**src/rtl/decim_cfg_pkg.sv**
```systemverilog
package decim_cfg_pkg;

  // Fixed ratio of each halfband stage when enabled.
  localparam int HB_RATIO = 2;

  // Position of each stage in the chain, CIC first.
  typedef enum logic [1:0] {
    STG_CIC = 2'd0,
    STG_HBL = 2'd1,
    STG_HBH = 2'd2
  } stage_e;

  localparam int NUM_STAGES = 3;

endpackage

```
**src/rtl/factor_split.sv**
```systemverilog
module factor_split #(
  parameter int CIC_MAX  = 128,
  parameter int FACTOR_W = 10,
  parameter int RATE_W   = 8
) (
  input  logic [FACTOR_W-1:0] factor,
  output logic                legal,
  output logic                hbl_on,
  output logic                hbh_on,
  output logic                cic_byp,
  output logic [RATE_W-1:0]   cic_rate
);

  localparam int TIER2 = CIC_MAX * 2;
  localparam int TIER3 = CIC_MAX * 4;

  logic in_t1, in_t2, in_t3;
  logic [1:0] shift;
  logic [FACTOR_W-1:0] rest;

  always_comb begin
    in_t1 = (factor >= FACTOR_W'(1)) && (factor <= FACTOR_W'(CIC_MAX));
    in_t2 = (factor > FACTOR_W'(CIC_MAX)) && (factor <= FACTOR_W'(TIER2)) && !factor[0];
    in_t3 = (factor > FACTOR_W'(TIER2)) && (factor <= FACTOR_W'(TIER3)) && (factor[1:0] == 2'b00);
    legal = in_t1 || in_t2 || in_t3;

    hbl_on = (factor[1:0] == 2'b00);
    hbh_on = !factor[0];
    shift  = {1'b0, hbl_on} + {1'b0, hbh_on};
    rest   = factor >> shift;
    cic_rate = rest[RATE_W-1:0];
    cic_byp  = (rest == FACTOR_W'(1));
  end

endmodule

```
**src/rtl/stage_div.sv**
```systemverilog
module stage_div #(
  parameter int CNT_W = 8
) (
  input  logic             clk,
  input  logic             rst,
  input  logic             clr,
  input  logic             bypass,
  input  logic [CNT_W-1:0] ratio,
  input  logic             in_fire,
  output logic             out_fire
);

  logic [CNT_W-1:0] cnt;
  logic             last;

  assign last     = (cnt == ratio - CNT_W'(1));
  assign out_fire = in_fire && (bypass || last);

  always_ff @(posedge clk) begin
    if (rst || clr) begin
      cnt <= '0;
    end else if (in_fire && !bypass) begin
      cnt <= last ? '0 : cnt + CNT_W'(1);
    end
  end

  // an active stage never holds a count at or beyond its ratio
  assert_cnt_range_R8: assert property (@(posedge clk) disable iff (rst)
    !bypass |-> (cnt < ratio));

  // a bypassed stage keeps no partial count
  assert_byp_idle_R9: assert property (@(posedge clk) disable iff (rst)
    bypass |-> (cnt == '0));

endmodule

```
**src/rtl/decim_chain_ctrl.sv**
```systemverilog
module decim_chain_ctrl
  import decim_cfg_pkg::*;
#(
  parameter int CIC_MAX  = 128,
  parameter int FACTOR_W = 10,
  parameter int RATE_W   = 8
) (
  input  logic                clk,
  input  logic                rst,
  input  logic [FACTOR_W-1:0] factor_in,
  input  logic                load,
  input  logic                in_valid,
  output logic [RATE_W-1:0]   cic_rate,
  output logic                cic_bypass,
  output logic                hbl_en,
  output logic                hbh_en,
  output logic                cic_stb,
  output logic                hbl_stb,
  output logic                hbh_stb,
  output logic                cfg_err
);

  localparam int HB_W = $clog2(HB_RATIO) + 1;

  logic              d_legal, d_hbl, d_hbh, d_byp;
  logic [RATE_W-1:0] d_rate;
  logic              apply;
  logic [NUM_STAGES-1:0] fire;
  logic [NUM_STAGES-1:0] hb_en_vec;

  factor_split #(
    .CIC_MAX (CIC_MAX),
    .FACTOR_W(FACTOR_W),
    .RATE_W  (RATE_W)
  ) u_split (
    .factor  (factor_in),
    .legal   (d_legal),
    .hbl_on  (d_hbl),
    .hbh_on  (d_hbh),
    .cic_byp (d_byp),
    .cic_rate(d_rate)
  );

  assign apply = load && d_legal;

  // Configuration registers
  always_ff @(posedge clk) begin
    if (rst) begin
      cic_rate   <= RATE_W'(1);
      cic_bypass <= 1'b1;
      hbl_en     <= 1'b0;
      hbh_en     <= 1'b0;
      cfg_err    <= 1'b0;
    end else if (load) begin
      cfg_err <= !d_legal;
      if (d_legal) begin
        cic_rate   <= d_rate;
        cic_bypass <= d_byp;
        hbl_en     <= d_hbl;
        hbh_en     <= d_hbh;
      end
    end
  end

  // CIC stage pacing
  stage_div #(.CNT_W(RATE_W)) u_cic (
    .clk     (clk),
    .rst     (rst),
    .clr     (apply),
    .bypass  (cic_bypass),
    .ratio   (cic_rate),
    .in_fire (in_valid && !apply),
    .out_fire(fire[STG_CIC])
  );

  assign hb_en_vec = {hbh_en, hbl_en, 1'b0};

  // Halfband stage pacing, each fed by the stage before it
  for (genvar s = 1; s < NUM_STAGES; s++) begin : g_hb
    stage_div #(.CNT_W(HB_W)) u_hb (
      .clk     (clk),
      .rst     (rst),
      .clr     (apply),
      .bypass  (!hb_en_vec[s]),
      .ratio   (HB_W'(HB_RATIO)),
      .in_fire (fire[s-1]),
      .out_fire(fire[s])
    );
  end

  always_ff @(posedge clk) begin
    if (rst) begin
      cic_stb <= 1'b0;
      hbl_stb <= 1'b0;
      hbh_stb <= 1'b0;
    end else begin
      cic_stb <= fire[STG_CIC];
      hbl_stb <= fire[STG_HBL];
      hbh_stb <= fire[STG_HBH];
    end
  end

  // refused factor raises the flag
  assert_err_on_bad_R1: assert property (@(posedge clk) disable iff (rst)
    (load && !d_legal) |=> cfg_err);

  // refused factor keeps the running settings
  assert_hold_on_bad_R2: assert property (@(posedge clk) disable iff (rst)
    (load && !d_legal) |=> $stable({cic_rate, cic_bypass, hbl_en, hbh_en}));

  // bypassed CIC reports unit ratio
  assert_byp_unit_R6: assert property (@(posedge clk) disable iff (rst)
    cic_bypass |-> (cic_rate == RATE_W'(1)));

  // CIC strobe only follows an input sample
  assert_cic_src_R8: assert property (@(posedge clk) disable iff (rst)
    cic_stb |-> $past(in_valid));

  // a later stage only fires together with the one before it
  assert_hbl_order_R9: assert property (@(posedge clk) disable iff (rst)
    hbl_stb |-> cic_stb);
  assert_hbh_order_R9: assert property (@(posedge clk) disable iff (rst)
    hbh_stb |-> hbl_stb);

  // accepted load is followed by a quiet cycle
  assert_quiet_after_load_R10: assert property (@(posedge clk) disable iff (rst)
    apply |=> !cic_stb);

endmodule

```
**config.mk**
```make
export PLATFORM = sky130hd
export DESIGN_NAME = decim_chain_ctrl
export DESIGN_NICKNAME = d
export VERILOG_FILES = /design/src/rtl/decim_cfg_pkg.sv /design/src/rtl/factor_split.sv /design/src/rtl/stage_div.sv /design/src/rtl/decim_chain_ctrl.sv
export SDC_FILE = /design/constraint.sdc
export NUM_CORES = 1
export LEC_CHECK = 0
export ABC_CLOCK_PERIOD_IN_PS = 2450
export BUFFER_PORTS_ARGS = -buffer_cell sky130_fd_sc_hd__buf_2
export CAP_MARGIN = 0
export CORE_ASPECT_RATIO = 0.8
export CORE_MARGIN = 2
export CORE_UTILIZATION = 30
export DETAILED_ROUTE_END_ITERATION = 7
export SYNTH_ARGS = -nofsm -noshare
export SYNTH_HDL_FRONTEND = slang
export SYNTH_SLANG_ARGS = --single-unit
```
**constraint.sdc**
```tcl
create_clock -name clk -period 2.45 [get_ports clk]
set_input_delay 0.49 -clock clk [delete_from_list [all_inputs] [get_ports clk]]
set_output_delay 0.49 -clock clk [all_outputs]
set_load 0.01 [all_outputs]
```
After elaboration in Yosys (flattened, before gate mapping):

Cells that the tools add are included.

* ROM bits: 0
* output and inout bits: 15
* memory bits (writable): 0
* memories: 0
* bits in latches: 0
* register bits: 27

* magnitude comparators: 6
* equal/unequal tests: 4
* shift operators: 1
* divide/modulo/power cells: 0
* bitwise logic cells: 0
* mux-type cells: 3
* reductions and logical operators: 27
* $add $sub $neg: 5
* multipliers: 0

Operators by type and width (number)
* logical AND 1 bit: 13
* == test 10 x 1 -> 1 bit, second input constant: 1
* >= comparator 10 x 1 -> 1 bit, second input constant: 1
* > comparator 10 x 8 -> 1 bit, second input constant: 1
* > comparator 10 x 9 -> 1 bit, second input constant: 1
* <= comparator 10 bit, second input constant: 1
* <= comparator 10 x 8 -> 1 bit, second input constant: 1
* <= comparator 10 x 9 -> 1 bit, second input constant: 1
* right shift 10 x 2 -> 10 bit: 1
* adder 8 x 1 -> 8 bit, second input constant: 1
* == test 8 bit: 1
* 2-to-1 mux 8 bit: 1
* subtractor 8 x 1 -> 8 bit, second input constant: 1
* zero test 1 bit: 6
* logical OR 1 bit: 6
* adder 2 x 1 -> 2 bit, second input constant: 2
* == test 2 x 1 -> 1 bit, second input constant: 2
* 2-to-1 mux 2 bit: 2
* adder 1 x 1 -> 2 bit: 1
* zero test 2 bit: 1
* AND reduction 2 bit: 1

Longest topological paths before layout:

* depth in word-level cells: 11
* depth in mapped cells: 8
* gate-level depth less buffers: 8

Modules after synthesis:

Synthesis repeated with hierarchy kept, for this count alone.

* cell total of the unflattened synthesis: 212
* area, all modules: 1843.0 um^2

By module, submodules not included
* stage_div (u_cic): area each 699.4 um^2, times used 1, cells an instance 83, seq. area each 160.2 um^2
* decim_chain_ctrl: area each 613.1 um^2, times used 1, cells an instance 61, seq. area each 300.3 um^2
* stage_div (g_hb[1].u_hb ...): area each 136.4 um^2, times used 2, cells an instance 14, seq. area each 40.0 um^2
* factor_split: area each 257.7 um^2, times used 1, cells an instance 40, seq. area each 0.0 um^2

Worst setup path before layout:

Ideal clock, no wire load.

* path kind: register to register
* from: register cic_rate[0]
* to: register g_hb[2].u_hb.cnt[1]
* data required time: 2.328 ns
* path slack: 0.138 ns
* cell stages (with the launch flop): 9
* arrival time: 2.190 ns
* period minus slack after synthesis: 2.312 ns
* path buffers: 0
* cell sequence: dfxtp_1 -> inv_1 -> ha_1 -> nor3b_1 -> xnor2_1 -> nor4_1 -> o211ai_4 -> a21o_1 -> o311a_1

* word-level cells in the longest chain between the ends: 6

Ends and longest elaborated chain
* start, declared: line decim_chain_ctrl.sv:13 `output logic [RATE_W-1:0] cic_rate,`
* start signal, assigned: line decim_chain_ctrl.sv:57 `cic_rate <= d_rate;`
* subtractor 8 x 1 -> 8 bit: line stage_div.sv:16 `assign last = (cnt == ratio - CNT_W'(1));`
* == test 8 bit: line stage_div.sv:16
* logical OR 1 bit: line stage_div.sv:17 `assign out_fire = in_fire && (bypass || last);`
* logical AND 1 bit (2 in series): line stage_div.sv:17
* logical AND 1 bit: line stage_div.sv:22 `end else if (in_fire && !bypass) begin`
* end signal, assigned: line stage_div.sv:23 `cnt <= last ? '0 : cnt + CNT_W'(1);`
* end, declared: line stage_div.sv:13 `logic [CNT_W-1:0] cnt;`

Every way passes these cells.
A chain may end at the register's enable or synchronous reset.

Worst setup path after layout:

* from: register cic_rate[1]
* to: register g_hb[2].u_hb.cnt[1]

The elaborated chain is that of the path after synthesis.

==> flow_summary_export.csv <==
group,metric,value,unit
synthesis,ys_warn_count,0,
clocking,cts_max_level,1,
placed_design,dp_cells,284,
job,drv_cap,0,
timing,tightest_slew,0.494,ns
detailed_routing,drtPass1Iterations,4,
detailed_routing,totalWireLength,3490,µm
detailed_routing,vias_per_cell,4.83,
timing,fin_hold_ws,0.425,ns
worst_setup_path,worstPathArrival,2.50,ns
synthesis,ys_types,40,
synthesis,syn_nets,202,
timing,rsz0062_at_grt,"false",
worst_setup_path,endpoint_kind,"register",
global_route,grt_pass1_vias,1217,
hold_path,hp-start,"load",
run_status,status,"complete, no violations",
timing,finalSetupViolCount,0,
power_and_ir_drop,p_sw,255,µW
synthesis,synth_ff_type,"dfxtp_1",
worst_setup_path,rr_endpoint,"g_hb[2].u_hb.cnt[1]",
clocking,ctsResizeCount,0,
hold_path,min_delay_path_depth,3,
power_and_ir_drop,peakVddDrop,0.195,mV
detailed_routing,avgRoutedWirePerCell,12.1,µm
detailed_routing,vias,1392,
finish,top_regs,"cic_rate: 8 flops, u_cic.cnt: 8 flops, g_hb.u_hb.cnt: 4 flops",
timing,timing.final.crit_share,0.945,
synthesis,synth_compound_area_frac,0.172,
hold_path,hold-path-endpoint,"cfg_err",
clocking,worstSkewPairLatency,0.28,ns
global_route,grt_max_degree,20,
timing,finClkSkew,0.0116,ns
placed_design,place_congestion,0.772,
finish,post_route_cells_drive_above_1_share,0.261,
clocking,clk_pin_slew,0.10,ns
worst_setup_path,worstPathRequired,2.63,ns
finish,area_delta_synth_final,24.9,%
worst_setup_path,ff2ff_setup_slack,0.13,ns
power_and_ir_drop,power.leakage,0.000790,µW
synthesis,yosys_register_bits,27,
power_and_ir_drop,sw_frac_of_total,0.284,
placed_design,dp_hpwl,2720,µm
power_and_ir_drop,p_int,643,µW
die,die_w,85.4,µm
synthesis,synthSimpleGateAreaFrac,0.243,
timing,maxSlewViolCount,0,
synthesis,synth_edf_count,0,
global_route,antenna_found_initial,0,
placed_design,dpl-instance-area,1930,µm²
global_route,grt_pass1_wl,5690,µm
hold_path,min_path_type,"in2reg",
finish,final_area,1980,µm²
timing,layout_min_cycle_time,2.32,ns
synthesis,yosys.area_share.xor_xnor,0.0992,
synthesis,postSynthCellCount,186,
power_and_ir_drop,p_per_area,453,nW/µm²
worst_setup_path,crit_fanout,6,
clocking,cts.path.max_buffers,2,
die,initial_core_util,0.314,
placed_design,numPortBuffers,28,
finish,antennaDiodeCount,0,
die,core_area,5060,µm²
timing,slew_headroom,0.671,
finish,nNetsFinal,243,
timing,max_freq,432,MHz
clocking,cts_buffers,3,
power_and_ir_drop,p_comb_frac,0.194,
synthesis,synth_mux_area_frac,0.0882,
worst_setup_path,critPathLaunch,"cic_rate[1]",
worst_setup_path,start_kind,"register",
global_route,grt_usage,0.118,
synthesis,syn_avg_cell_area,8.54,µm²
worst_setup_path,path_class,"reg2reg",
synthesis,async_flop_share,0,
clocking,cts.sinks,27,
clocking,hold_buffers,0,
die,top_level_ports,29,
clocking,cts_tree,"built",
clocking,postCtsSetupRepairBufs,0,
die,rows,23,
worst_setup_path,rr_startpoint,"cic_rate[1]",
detailed_routing,drc,0,
die,die_area,5900,µm²
clocking,cts-root-buf,"clkbuf_8",
die,die_h,69.1,µm
finish,fin_cells,288,
global_route,grt_overflow,0,
synthesis,synthAdderAreaFrac,0.0157,
detailed_routing,initialDrtViolationCount,61,
synthesis,synth_seq_area_share,0.340,
synthesis,synth_top_family_by_area,"simple AND/OR/NAND/NOR gates",
power_and_ir_drop,seqPwrFrac,0.513,
synthesis,synth_area,1590,µm²
worst_setup_path,r2r_cells,6,
timing,hold_viol_final,0,
power_and_ir_drop,p_clk_frac,0.293,
detailed_routing,route.antenna.remaining_nets,0,
-- cell families after synthesis --
logic type      after synthesis
simple gates                 74
compound gates               34
flops                        27
xor+xnor                     18
buf+inv                      17
mux                          14
fa+ha+maj                     2
-- worst max-delay path: stages, from the launching register on --
cell and delay [ns]:
dfxtp_1 0.36, or4_4 0.54, o21a_1 0.22, nor4_4 0.31, o211ai_4 0.18, a21o_1 0.26
o311a_1 0.35
-- layer usage --
layer	track usage	wire length (µm)
met4	0.0370	46
met3	0.0228	107
met2	0.174	1540
met5	0	0
met1	0.172	1800
-- layout make-up --
type	count	area [µm²]
fill	520	3080
multi-input combinational	142	995
sequential	27	541
timing repair buffer	45	293
tap	62	77.6
clock buffer	3	41.3
inverter	8	30.0
clock inverter	1	7.51
-- worst max-delay path by stage --
stage | slack, ns | cells after the start | endpoint
floorplan | 0.14 | 8 | g_hb[2].u_hb.cnt[1]
global placement | 0.04 | 9 | u_cic.cnt[5]
detailed placement | -0.01 | 9 | u_cic.cnt[5]
CTS | 0.1 | 6 | u_cic.cnt[5]
global route | 0.02 | 9 | g_hb[1].u_hb.cnt[0]
finish | 0.13 | 6 | g_hb[2].u_hb.cnt[1]
-- power groups by stage --
| stage | logic (µW) | clock network (µW) | registers, µW |
|---|---|---|---|
| after floorplan | 96.9 | 0 | 474 |
| after global placement | 171 | 0 | 471 |
| after detailed placement | 173 | 0 | 471 |
| after CTS | 173 | 272 | 461 |
| after global routing | 191 | 286 | 463 |
| final | 174 | 263 | 461 |
-- layout by cell type (no fill, tap or decap), types with 2 or more instances in the layout --
cell type,count
a211oi_1,5
a21oi_1,5
buf_12,2
buf_2,28
buf_4,15
clkbuf_8,3
dfxtp_1,27
ha_1,2
inv_1,8
mux2i_1,14
nand2_1,15
nand3_1,4
nor2_1,28
nor3_1,6
nor3b_1,2
nor4_1,5
nor4_2,2
o21ai_0,12
o31ai_4,2
or3_1,2
or4_1,2
xnor2_1,15
xor2_1,3
-- through the flow --
stage                      util  power, µW  TNS [ns]  setup slack [ns]
final                     0.392        898         0             0.134
after global routing      0.392        940         0            0.0249
after CTS                 0.390        906         0            0.0997
after detailed placement  0.380        644   -0.0131           -0.0131
after global placement    0.380        642         0            0.0393
after floorplan               -        571         0             0.138
-- cell usage after synthesis (2+ instances only) --
cell type,number,area share
o21ai_0,12,0.038
nor4_1,5,0.020
clkbuf_1,5,0.012
nand3_1,4,0.013
buf_2,3,0.0094
nor3_1,7,0.022
ha_1,2,0.016
or3_1,2,0.0079
or4_1,2,0.0094
nor3b_1,2,0.0094
xor2_1,3,0.017
a211oi_1,5,0.024
nor4_2,2,0.016
xnor2_1,15,0.083
a21oi_1,5,0.016
nor2_1,28,0.066
mux2i_1,14,0.088
nand2_1,15,0.035
inv_1,8,0.019
dfxtp_1,27,0.34
(Power assumes the default switching activity.)
